<file path="src/rtl/csel_pkg.sv">
// Shared constants, configuration record and field decoders for the
// chip select unit. Assumes a 32-bit address bus and 32-bit config data.
package csel_pkg;

    localparam int ADDR_W   = 32;
    localparam int BLK_MIN  = 8;
    localparam int EXP_W    = 6;
    localparam int WAIT_W   = 3;
    localparam int WAIT_MAX = 6;
    localparam int SPACE_W  = 3;

    typedef enum logic [1:0] {
        TM_FAST  = 2'b00,
        TM_COUNT = 2'b01,
        TM_EXT   = 2'b10
    } term_mode_e;

    typedef struct packed {
        logic                      en;
        logic                      wprot;
        logic                      sp_chk;
        logic [SPACE_W-1:0]        sp;
        logic [ADDR_W-1:BLK_MIN]   base;
        logic [EXP_W-1:0]          blk_exp;
        logic [1:0]                width;
        term_mode_e                mode;
        logic [WAIT_W-1:0]         waits;
    } chan_cfg_t;

    // Width code 00 is not a legal port width; treat it as 32-bit.
    function automatic logic [1:0] fix_width(logic [1:0] w);
        return (w == 2'b00) ? 2'b11 : w;
    endfunction

    // Keep the size exponent between 256 bytes and the full space.
    function automatic logic [EXP_W-1:0] fix_exp(logic [EXP_W-1:0] e);
        if (e < EXP_W'(BLK_MIN)) return EXP_W'(BLK_MIN);
        if (e > EXP_W'(ADDR_W))  return EXP_W'(ADDR_W);
        return e;
    endfunction

    // Keep the wait count within 1..WAIT_MAX.
    function automatic logic [WAIT_W-1:0] fix_waits(logic [WAIT_W-1:0] n);
        if (n == '0) return WAIT_W'(1);
        if (n > WAIT_W'(WAIT_MAX)) return WAIT_W'(WAIT_MAX);
        return n;
    endfunction

    // Both upper mode codes mean handshake termination.
    function automatic term_mode_e fix_mode(logic [1:0] m);
        case (m)
            2'b00:   return TM_FAST;
            2'b01:   return TM_COUNT;
            default: return TM_EXT;
        endcase
    endfunction

    // Reset contents of the boot channel.
    function automatic chan_cfg_t boot_cfg(logic [1:0] strap);
        chan_cfg_t c;
        c         = '0;
        c.en      = 1'b1;
        c.blk_exp = EXP_W'(ADDR_W);
        c.width   = fix_width(strap);
        c.mode    = TM_COUNT;
        c.waits   = WAIT_W'(WAIT_MAX);
        return c;
    endfunction

    // Apply a base/size register write to a channel record.
    function automatic chan_cfg_t put_base(chan_cfg_t c, logic [31:0] d);
        chan_cfg_t r;
        r         = c;
        r.base    = d[ADDR_W-1:BLK_MIN];
        r.blk_exp = fix_exp(d[EXP_W-1:0]);
        return r;
    endfunction

    // Apply a control register write to a channel record.
    function automatic chan_cfg_t put_ctrl(chan_cfg_t c, logic [31:0] d);
        chan_cfg_t r;
        r        = c;
        r.en     = d[0];
        r.wprot  = d[1];
        r.sp_chk = d[2];
        r.sp     = d[5:3];
        r.width  = fix_width(d[7:6]);
        r.mode   = fix_mode(d[9:8]);
        r.waits  = fix_waits(d[12:10]);
        return r;
    endfunction

endpackage

</file>
<file path="src/rtl/csel_cfg_regs.sv">
// Configuration store for all channels. Assumes cfg_addr = {channel, reg},
// reg 0 = base/size, reg 1 = control. Channel 0 resets to the boot setup.
module csel_cfg_regs
    import csel_pkg::*;
#(
    parameter int NCH = 4,
    localparam int CAW = $clog2(NCH) + 1
) (
    input  logic                  clk,
    input  logic                  rst_n,
    input  logic                  we,
    input  logic [CAW-1:0]        addr,
    input  logic [31:0]           wdata,
    input  logic [1:0]            boot_width,
    output chan_cfg_t [NCH-1:0]   cfg_o
);

    chan_cfg_t [NCH-1:0] cfg_q;

    // Reset loads boot defaults; writes update one register of one channel.
    always_ff @(posedge clk) begin
        if (!rst_n) begin
            for (int i = 0; i < NCH; i++) begin
                cfg_q[i] <= (i == 0) ? boot_cfg(boot_width) : '0;
            end
        end else if (we) begin
            if (addr[0])
                cfg_q[addr[CAW-1:1]] <= put_ctrl(cfg_q[addr[CAW-1:1]], wdata);
            else
                cfg_q[addr[CAW-1:1]] <= put_base(cfg_q[addr[CAW-1:1]], wdata);
        end
    end

    assign cfg_o = cfg_q;

endmodule

</file>
<file path="src/rtl/csel_match.sv">
// Address decoder for one channel. Pure combinational compare of the
// upper address bits against the base, above a power-of-two boundary,
// plus the optional address-space filter.
module csel_match
    import csel_pkg::*;
(
    input  logic                     en,
    input  logic                     sp_chk,
    input  logic [SPACE_W-1:0]       sp,
    input  logic [ADDR_W-1:BLK_MIN]  base,
    input  logic [EXP_W-1:0]         blk_exp,
    input  logic [ADDR_W-1:0]        addr,
    input  logic [SPACE_W-1:0]       space,
    output logic                     hit
);

    logic [ADDR_W-1:BLK_MIN] keep;
    logic [ADDR_W-1:BLK_MIN] diff;

    // Compare only the bits at or above the block-size exponent.
    always_comb begin
        for (int b = BLK_MIN; b < ADDR_W; b++) begin
            keep[b] = (blk_exp <= EXP_W'(b));
        end
        diff = (addr[ADDR_W-1:BLK_MIN] ^ base) & keep;
        hit  = en && (diff == '0) && (!sp_chk || (space == sp));
    end

endmodule

</file>
<file path="src/rtl/csel_term.sv">
// Termination sequencer. On start it either flags a bus error, answers
// at once, counts wait states, or waits for the handshake. It assumes
// start comes at most once per address strobe. An early strobe release
// cancels a pending answer.
module csel_term
    import csel_pkg::*;
(
    input  logic               clk,
    input  logic               rst_n,
    input  logic               start,
    input  logic               start_berr,
    input  term_mode_e         mode,
    input  logic [WAIT_W-1:0]  waits,
    input  logic [1:0]         width,
    input  logic               ext_ack_n,
    input  logic               as_n,
    output logic [1:0]         term,
    output logic               berr
);

    logic               busy_q;
    term_mode_e         mode_q;
    logic [WAIT_W-1:0]  cnt_q;
    logic [1:0]         width_q;
    logic [1:0]         term_q;
    logic               berr_q;

    // Sequence one termination or error pulse per started access.
    always_ff @(posedge clk) begin
        if (!rst_n) begin
            busy_q  <= 1'b0;
            mode_q  <= TM_FAST;
            cnt_q   <= '0;
            width_q <= '0;
            term_q  <= '0;
            berr_q  <= 1'b0;
        end else begin
            term_q <= '0;
            berr_q <= 1'b0;
            if (start) begin
                busy_q  <= 1'b0;
                width_q <= width;
                mode_q  <= mode;
                cnt_q   <= waits;
                if (start_berr)
                    berr_q <= 1'b1;
                else if (mode == TM_FAST)
                    term_q <= width;
                else
                    busy_q <= 1'b1;
            end else if (busy_q) begin
                if (as_n) begin
                    busy_q <= 1'b0;
                end else if (mode_q == TM_COUNT) begin
                    if (cnt_q <= WAIT_W'(1)) begin
                        term_q <= width_q;
                        busy_q <= 1'b0;
                    end else begin
                        cnt_q <= cnt_q - 1'b1;
                    end
                end else if (!ext_ack_n) begin
                    term_q <= width_q;
                    busy_q <= 1'b0;
                end
            end
        end
    end

    assign term = term_q;
    assign berr = berr_q;

    // every termination lasts exactly one clock.
    a_r6_term_one_clock: assert property (@(posedge clk) disable iff (!rst_n)
        (term_q != 2'b00) |=> (term_q == 2'b00));

    // a bus error never comes with a termination.
    a_r9_berr_excl: assert property (@(posedge clk) disable iff (!rst_n)
        !(berr_q && (term_q != 2'b00)));

    // a bus error only follows a protected start.
    a_r9_berr_cause: assert property (@(posedge clk) disable iff (!rst_n)
        berr_q |-> $past(start && start_berr));

    // the pending wait count stays inside its legal range.
    a_r7_count_range: assert property (@(posedge clk) disable iff (!rst_n)
        (busy_q && (mode_q == TM_COUNT)) |-> ((cnt_q >= WAIT_W'(1)) && (cnt_q <= WAIT_W'(WAIT_MAX))));

endmodule

</file>
<file path="src/rtl/csel_wait_unit.sv">
// Top of the chip select unit. It takes one snapshot of the decode at the
// first edge with the address strobe low, then holds the winning select
// until the strobe rises. Assumes address and qualifiers are stable while
// the strobe is low.
module csel_wait_unit
    import csel_pkg::*;
#(
    parameter int NCH = 4,
    localparam int IDXW = $clog2(NCH),
    localparam int CAW  = IDXW + 1
) (
    input  logic                 clk,
    input  logic                 rst_n,
    input  logic                 cfg_we,
    input  logic [CAW-1:0]       cfg_addr,
    input  logic [31:0]          cfg_wdata,
    input  logic [1:0]           boot_width,
    input  logic                 bus_as_n,
    input  logic [ADDR_W-1:0]    bus_addr,
    input  logic [SPACE_W-1:0]   bus_space,
    input  logic                 bus_write,
    input  logic                 ext_ack_n,
    output logic [NCH-1:0]       cs_n,
    output logic [1:0]           term,
    output logic                 berr
);

    chan_cfg_t [NCH-1:0] cfg;
    logic [NCH-1:0]      hit;
    logic [IDXW-1:0]     win_idx;
    logic                win_valid;
    logic                wp_block;
    logic                capture;
    logic                active_q;
    logic [NCH-1:0]      sel_q;

    csel_cfg_regs #(.NCH(NCH)) u_regs (
        .clk        (clk),
        .rst_n      (rst_n),
        .we         (cfg_we),
        .addr       (cfg_addr),
        .wdata      (cfg_wdata),
        .boot_width (boot_width),
        .cfg_o      (cfg)
    );

    for (genvar g = 0; g < NCH; g++) begin : g_chan
        csel_match u_match (
            .en      (cfg[g].en),
            .sp_chk  (cfg[g].sp_chk),
            .sp      (cfg[g].sp),
            .base    (cfg[g].base),
            .blk_exp (cfg[g].blk_exp),
            .addr    (bus_addr),
            .space   (bus_space),
            .hit     (hit[g])
        );
    end

    // Lowest-numbered matching channel wins.
    always_comb begin
        win_idx = '0;
        for (int i = NCH - 1; i >= 0; i--) begin
            if (hit[i]) win_idx = IDXW'(i);
        end
        win_valid = |hit;
        wp_block  = win_valid && cfg[win_idx].wprot && bus_write;
        capture   = !bus_as_n && !active_q;
    end

    // Latch the select at strobe entry, clear it when the strobe rises.
    always_ff @(posedge clk) begin
        if (!rst_n) begin
            active_q <= 1'b0;
            sel_q    <= '0;
        end else if (bus_as_n) begin
            active_q <= 1'b0;
            sel_q    <= '0;
        end else if (capture) begin
            active_q <= 1'b1;
            if (win_valid && !wp_block)
                sel_q <= NCH'(1) << win_idx;
        end
    end

    csel_term u_term (
        .clk        (clk),
        .rst_n      (rst_n),
        .start      (capture && win_valid),
        .start_berr (wp_block),
        .mode       (cfg[win_idx].mode),
        .waits      (cfg[win_idx].waits),
        .width      (cfg[win_idx].width),
        .ext_ack_n  (ext_ack_n),
        .as_n       (bus_as_n),
        .term       (term),
        .berr       (berr)
    );

    assign cs_n = ~sel_q;

    // never more than one select low.
    a_r4_one_select: assert property (@(posedge clk) disable iff (!rst_n)
        $onehot0(sel_q));

    // a released strobe drops every select by the next cycle.
    a_r5_release: assert property (@(posedge clk) disable iff (!rst_n)
        bus_as_n |=> (cs_n == '1));

    // a bus error cycle never has a select low.
    a_r9_no_select_on_berr: assert property (@(posedge clk) disable iff (!rst_n)
        berr |-> (cs_n == '1));

    // nothing answers while no channel is selected or erroring in the first cycle.
    a_r10_quiet_idle: assert property (@(posedge clk) disable iff (!rst_n)
        (bus_as_n && !active_q) |=> (term == 2'b00) && !berr);

endmodule

</file>
<file path="config.mk">
export PLATFORM = sky130hd
export DESIGN_NAME = csel_wait_unit
export DESIGN_NICKNAME = d
export VERILOG_FILES = /design/src/rtl/csel_pkg.sv /design/src/rtl/csel_cfg_regs.sv /design/src/rtl/csel_match.sv /design/src/rtl/csel_term.sv /design/src/rtl/csel_wait_unit.sv
export SDC_FILE = /design/constraint.sdc
export NUM_CORES = 1
export LEC_CHECK = 0
export BUFFER_PORTS_ARGS = -buffer_cell sky130_fd_sc_hd__buf_2
export CORE_ASPECT_RATIO = 1.2
export CORE_MARGIN = 1.5
export CORE_UTILIZATION = 62
export DETAILED_ROUTE_END_ITERATION = 12
export PLACE_DENSITY = 0.82
export RECOVER_POWER = 25
export SLEW_MARGIN = 20
export SYNTH_ARGS = -nofsm -noshare
export SYNTH_HDL_FRONTEND = slang
export SYNTH_SLANG_ARGS = --single-unit
</file>
<file path="constraint.sdc">
create_clock -name clk -period 6.2 [get_ports clk]
set_input_delay 0.31 -clock clk [delete_from_list [all_inputs] [get_ports clk]]
set_output_delay 0.31 -clock clk [all_outputs]
set_load 0.02 [all_outputs]
</file>
==> summary.txt, run 1 <==
Clock tree
  – Cts hold-fix bufs: 0
  – Worst-path clk slew: 80 ps
  – Num Clock Sinks: 188
  – Post-CTS resize count: 0
  – CTS tree: yes
  – Clk_lat worst skew: 440 ps
  – Total CTS buffers: 17
  – CTS H-tree depth: 4
  – CTS root buf: clkbuf_16
  – Clock Path Buffers: 2
  – Postcts setup bufs: 0

Floorplan
  – Core area: 16400 sq um
  – Die Ht: 145.5 microns
  – Die X: 121.8 microns
  – Die area: 17720 sq um
  – Core Rows: 51
  – Starting Density: 0.6400
  – I/O pin count: 85

Routing
  – Drt total wl: 29610 microns
  – Via count: 9262
  – Via-per-instance ratio: 6.541
  – Drt pass-1 iters: 6
  – Drt drc: 0
  – Met2 Routed Length: 13630 microns
  – Post-route ant nets: 0
  – Drt wl/cell: 20.91 microns
  – Met1 Routed Length: 11420 microns
  – DR top layer: met4
  – WL met3: 2389 microns
  – Starting DRT DRC Count: 1018

Min path
  – Hold Startpoint: boot_width[0]
  – HP Class: in2reg
  – Hold Path Stages: 2
  – WHS Endpoint: u_regs.cfg_o[6]

Setup path
  – CP Launch Type: input pin
  – R2R depth: 9
  – Critical path class: in2reg
  – FF-to-FF Start: u_regs.cfg_o[53]
  – CP Max Fanout: 85
  – Worst reg2reg path endpoint: u_term.term[0]
  – Crit. End Element: flop
  – Slowest CP cell: clkinvlp_2
  – Reg2reg setup slack: 2440 ps
  – Critical path's top delay family: buffers and inverters
  – Critical path buffer and inverter count: 2
  – Worst endpoint required time: 6500 ps
  – Max incr delay on CP: 2290 ps
  – Crit path DAT: 4840 ps
  – Cells along the critical path: buf_2 > clkinvlp_2 > nor2_1 > and3_1 > nand3b_1 > o41ai_2

Yosys
  – Top-area cell type share of the netlist area: 0.3548
  – Sequential area share after synthesis: 0.3605
  – Synthesized area: 10500 sq um
  – Post-synthesis simple-gate area fraction: 0.1412
  – Netlist cell types: 77
  – Multiplexer share of the synthesized area: 0.1075
  – Post-synth EDFFs: 2
  – Compound-gate portion of the synthesized area: 0.2384
  – Post-synthesis adder-cell area fraction: 0.004411
  – Async set or reset register ratio after synthesis: 0
  – Syn Area/Cell: 8.724 sq um
  – Number of synthesized register bits: 188
  – Synthesized instance count: 1203
  – Largest cells by area after synthesis: dfxtp_1 (35%), a211oi_1 (10%), mux4_2 (7.5%), nor2_1 (6.0%), xor2_1 (5.0%)
  – Main combinational cell family by area after synthesis: compound AO/OA/AOI/OAI gates
  – Post-synth net total: 1283
  – Ys flop type: dfxtp_1
  – Dominant cell type by area after synthesis: dfxtp_1
  – Syn. warnings: 0
  – XOR/XNOR Fraction of Synth Area: 0.09156

Status
  – Failing checks: capacitance limit, slew limit
  – Outcome: finished, violations left

Placed design
  – Placer congestion estimate: 1.045
  – Port Buffers: 76
  – Post-DP HPWL: 20520 microns
  – Dpl cell area: 10720 sq um
  – Placed Instances: 1384

Timing
  – Setup-failing EPs final: 0
  – Period utilisation layout: 0.7322
  – Max Fclk: 220.3 MHz
  – Hold Vio Cnt, Final: 0
  – Setup Total Neg Slack: 0 ps
  – Clk_skew: 9.534 ps
  – Worst slew pin tran: 2932 ps
  – Max transition margin: -0.9652
  – Min Tclk post-route: 4539 ps
  – Slew Limit Fails: 129
  – RSZ-0062 raised after global routing: no

Flow run
  – MaxCap Viol Count: 2

Layout
  – Final non-filler cell total: 1416
  – Design Area, Final: 11280 sq um
  – Most common cell after layout, fill and taps aside: dfxtp_1
  – Layout cells sized above 1: 0.1404
  – Util after Layout: 0.6878
  – Filler cell count: 1292
  – Diodes inserted: 0
  – # nets final: 1271
  – Area growth from synthesis to layout: 7.475%
  – Commonest cells after routing, fill and taps aside: dfxtp_1 (186), nor2_1 (167), a211oi_1 (140)

GRT
  – Largest net degree at the start of global routing: 87
  – Antenna violations before repair: 0
  – First-pass GRT wire length: 46320 microns
  – Vias in the first global route: 8648
  – Total gr overflow: 0
  – GRT Overall Usage: 0.3369

Power
  – Final Power: 2.904 mW
  – IR drop worst, VDD: 190.5 uV
  – Power per cell area: 257.5 nW/um^2
  – Leak: 4.029 nW
==> synthesized netlist by cell type (all sizes together), types with 6 or more instances <==
library cell / instances
dfxtp: 186
nor2: 170
a211oi: 140
nand2: 82
clkbuf: 76
a21oi: 66
xor2: 60
o21ai: 53
xnor2: 48
buf: 39
mux4: 35
mux2i: 34
nand3: 33
inv: 24
a31oi: 16
nand4: 11
and3: 8
o31ai: 8
a221oi: 7
nor3: 7
a22oi: 6
o211ai: 6
==> routing by layer <==
layer / GRT usage / up-vias
li1: - / 4361
met1: 0.4277 / 4314
met2: 0.5160 / 464
met3: 0.05995 / 123
met4: 0.2347 / 0
met5: 0 / -
==> cell type report <==
class,instances,area (sq um),area share
multi-input cells,876,6130,0.5434
flip-flops and latches,188,3784,0.3354
clock buffers,23,467.9,0.04149
repair buffers,84,427.9,0.03794
well taps,212,265.3,0.02352
clock inverters,9,113.9,0.01009
inverters,24,91.34,0.008098
==> worst max path at each step <==
stage / slack, ps / from / cells past startpoint / to
final: 1660 / rst_n / 6 / u_term.term[0]
after CTS: 2530 / u_regs.cfg_o[53] / 9 / u_term.term[0]
after detailed placement: 2540 / u_regs.cfg_o[53] / 9 / u_term.term[0]
after global routing: 1160 / rst_n / 6 / u_term.term[0]
after global placement: 2580 / u_regs.cfg_o[53] / 9 / sel_q[3]
after floorplan: 3640 / u_regs.cfg_o[54] / 11 / u_term.term[1]
==> where the power goes <==
| part | leakage, nW | switching, mW | internal, mW |
|---|---|---|---|
| clock | 0.280 | 0.489 | 0.620 |
| sequential | 1.54 | 0.0706 | 1.27 |
| combinational | 2.21 | 0.276 | 0.181 |
==> worst register-to-register path, cell delays in order (launching register included) <==
cell and delay [ps]:
dfxtp_1 700, and3_1 310, o22ai_1 100, a2111oi_2 360, a31oi_1 170, nor4_4 640
nor2_2 160, a311oi_4 750, nand2_2 140, o41ai_2 310
==> sequential cells by signal, indices dropped and copies added, names as in the netlist <==
signal / count
active_q: 1
sel_q: 4
u_regs.cfg_o: 172
u_term.berr: 1
u_term.busy_q: 1
u_term.cnt_q: 3
u_term.mode_q: 2
u_term.term: 2
u_term.width_q: 2
==> logic make-up after synthesis <==
group	Yosys count
AOI/OAI and AO/OA	357
and+or+nand+nor	338
DFF	188
buffers and inverters	139
xor gates and xnor gates	108
muxes	69
adders and majority gates	4
==> per-stage QoR <==
step	setup WS, ps	hold slack, ps
5_1_grt	1165	203.9
6_report	1661	209.4
3_5_place_dp	2536	449.3
2_1_floorplan	3637	435.7
4_1_cts	2528	208.0
3_3_place_gp	2582	440.8
Power figures use the tool's default switching activity.
==> inputs of run 2 (changes only) <==
Settings changed: CORE_UTILIZATION 62 to 55, PLACE_DENSITY 0.82 to 0.77.
Clock period 6.2 ns to 3.8 ns, I/O delays scaled along.
==> summary.txt, run 2 (synthesis gave the netlist of run 1 again) <==
Routing
  – Drt wl/cell: 20.78 microns (-0.62%)
  – Drt drc: 0 (unchanged)
  – Via-per-instance ratio: 6.215 (-5.0%)
  – Drt pass-1 iters: 5 (-1)
  – Drt total wl: 30540 microns (+3.2%)
  – Starting DRT DRC Count: 850 (-17%)
  – Post-route ant nets: 0 (unchanged)
  – Via count: 9136 (-1.4%)

Timing
  – Period utilisation layout: 0.8961
  – Setup Total Neg Slack: 0 ps (unchanged)
  – Max Fclk: 293.7 MHz
  – RSZ-0062 raised after global routing: no
  – Min Tclk post-route: 3405 ps
  – Max transition margin: -0.7551 (+0.2101)
  – WHS: 80.77 ps (-128.6 ps)
  – Worst slew pin tran: 2630 ps (-302.0 ps)
  – Setup-failing EPs final: 0 (unchanged)
  – Clk_skew: 13.06 ps (+3.525 ps)
  – Slew Limit Fails: 126 (-2.3%)
  – Hold Vio Cnt, Final: 0 (unchanged)
  – Setup ws final: 394.9 ps (-1266 ps)

GRT
  – Gr busiest metal: met2
  – Total gr overflow: 0 (unchanged)
  – Antenna violations before repair: 0 (unchanged)
  – GRT Overall Usage: 0.3121 (-0.02476)
  – Vias in the first global route: 8619 (-0.34%)
  – Largest net degree at the start of global routing: 81 (-6.9%)
  – Met2 usage: 0.5157 (about the same)
  – First-pass GRT wire length: 47890 microns (+3.4%)
  – GRT met1 Usage: 0.3944 (-0.03336)
  – GRT met3 Usage: 0.05465 (-0.005301)

Status
  – Outcome: finished, violations left
  – Failing checks: capacitance limit, slew limit

Clock tree
  – Clock Path Buffers: 2 (unchanged)
  – Cts hold-fix bufs: 0 (unchanged)
  – CTS tree: yes
  – Worst-path clk slew: 70 ps (about the same)
  – Post-CTS resize count: 0 (unchanged)
  – CTS root buf: clkbuf_16
  – Num Clock Sinks: 188 (unchanged)
  – Total CTS buffers: 17 (unchanged)
  – Postcts setup bufs: 0 (unchanged)
  – Clk_lat worst skew: 440 ps (about the same)
  – CTS H-tree depth: 4 (unchanged)

Layout
  – Most common cell after layout, fill and taps aside: dfxtp_1
  – # nets final: 1281 (+0.79%)
  – Area growth from synthesis to layout: 9.454%
  – Layout cells sized above 1: 0.1483 (+0.007905)
  – Commonest cells after routing, fill and taps aside: dfxtp_1 (186), nor2_1 (167), a211oi_1 (140)
  – Util after Layout: 0.6115 (-0.07635)
  – Max reg flops: 172 (unchanged)
  – Diodes inserted: 0 (unchanged)

Floorplan
  – Core area: 18790 sq um (+15%)
  – Die X: 129.1 microns (+6.0%)
  – Starting Density: 0.5586 (-0.08132)
  – I/O pin count: 85 (unchanged)
  – Die area: 19920 sq um (+12%)
  – Core Rows: 55 (+7.8%)
  – Die Ht: 154.3 microns (+6.0%)

Setup path
  – Slowest CP cell: clkbuf_1
  – CP Max Fanout: 27 (-68%)
  – Crit. End Element: flop
  – Critical path's top delay family: buffers and inverters
  – CP Launch Type: input pin
  – Critical path class: in2reg
  – Critical path buffer and inverter count: 3 (+1)
  – Max incr delay on CP: 1230 ps (-1060 ps)
  – Crit path DAT: 3730 ps (-1110 ps)
  – Cells along the critical path: clkbuf_1 > clkbuf_1 > nor3b_1 > clkbuf_2 > nand2_1 > nand2_1 > a21oi_1
  – Worst endpoint required time: 4130 ps (-2370 ps)

Power
  – Power per cell area: 430.0 nW/um^2 (+67%)
  – IR drop worst, VDD: 289.9 uV (+52%)
  – Leak: 4.126 nW (+2.4%)

Placed design
  – Post-DP HPWL: 21750 microns (+6.0%)
  – Port Buffers: 76 (unchanged)
  – Pre-CTS worst setup slack: 649.4 ps (-1887 ps)
  – Placer congestion estimate: 0.9518 (-8.9%)

Min path
  – HP Class: in2reg

Flow run
  – MaxCap Viol Count: 3 (+1)
-- run 2: changes by cell type in the layout (fill, tap and decap cells not counted), sizes merged --
cell      before  now
clkinv         3    2
clkbuf        31   33
buf           76   82
bufinv         2    4
clkinvlp       3    1
inv           25   28
-- run 2: final cells by class --
type / count / area (sq um)
clock buffer: 21 / 481.7
clock inverter: 11 / 175.2
fill: 1633 / 7300
inverter: 24 / 90.09
multi-input combinational: 876 / 6130
sequential: 188 / 3784
tap: 256 / 320.3
timing repair buffer: 94 / 506.7
-- run 2: through the flow --
| stage | instance area, sq um | power [mW] | std cells |
|---|---|---|---|
| finish | 11490 | 4.940 | 1470 |
| global route | 11490 | 5.101 | 1470 |
| CTS | 11520 | 4.938 | 1470 |
| detailed placement | 10860 | 2.968 | 1438 |
| global placement | 10860 | 2.956 | 1438 |
| floorplan | 10500 | 2.728 | 1203 |
-- run 2: worst paths after layout --
check                    from              end  slack (ps)  cells after the start
max               cfg_addr[2]  u_regs.cfg_o[4]         390                      7
min             boot_width[0]  u_regs.cfg_o[6]          80                      2
max reg2reg  u_regs.cfg_o[10]   u_term.term[0]         610                     10
min reg2reg          sel_q[1]         sel_q[1]         460                      2
-- run 2: metal layers --
layer,part of all wire,vias up
met5,0,-
met4,0.045,0
met3,0.068,75
met2,0.48,383
met1,0.40,4282
li1,-,4396
-- run 2: power breakdown --
group          total, mW  internal [mW]  switching [mW]
sequential          2.18           2.07           0.114
combinational      0.759          0.297           0.461
clock               2.00           1.19           0.812
total               4.94           3.55            1.39
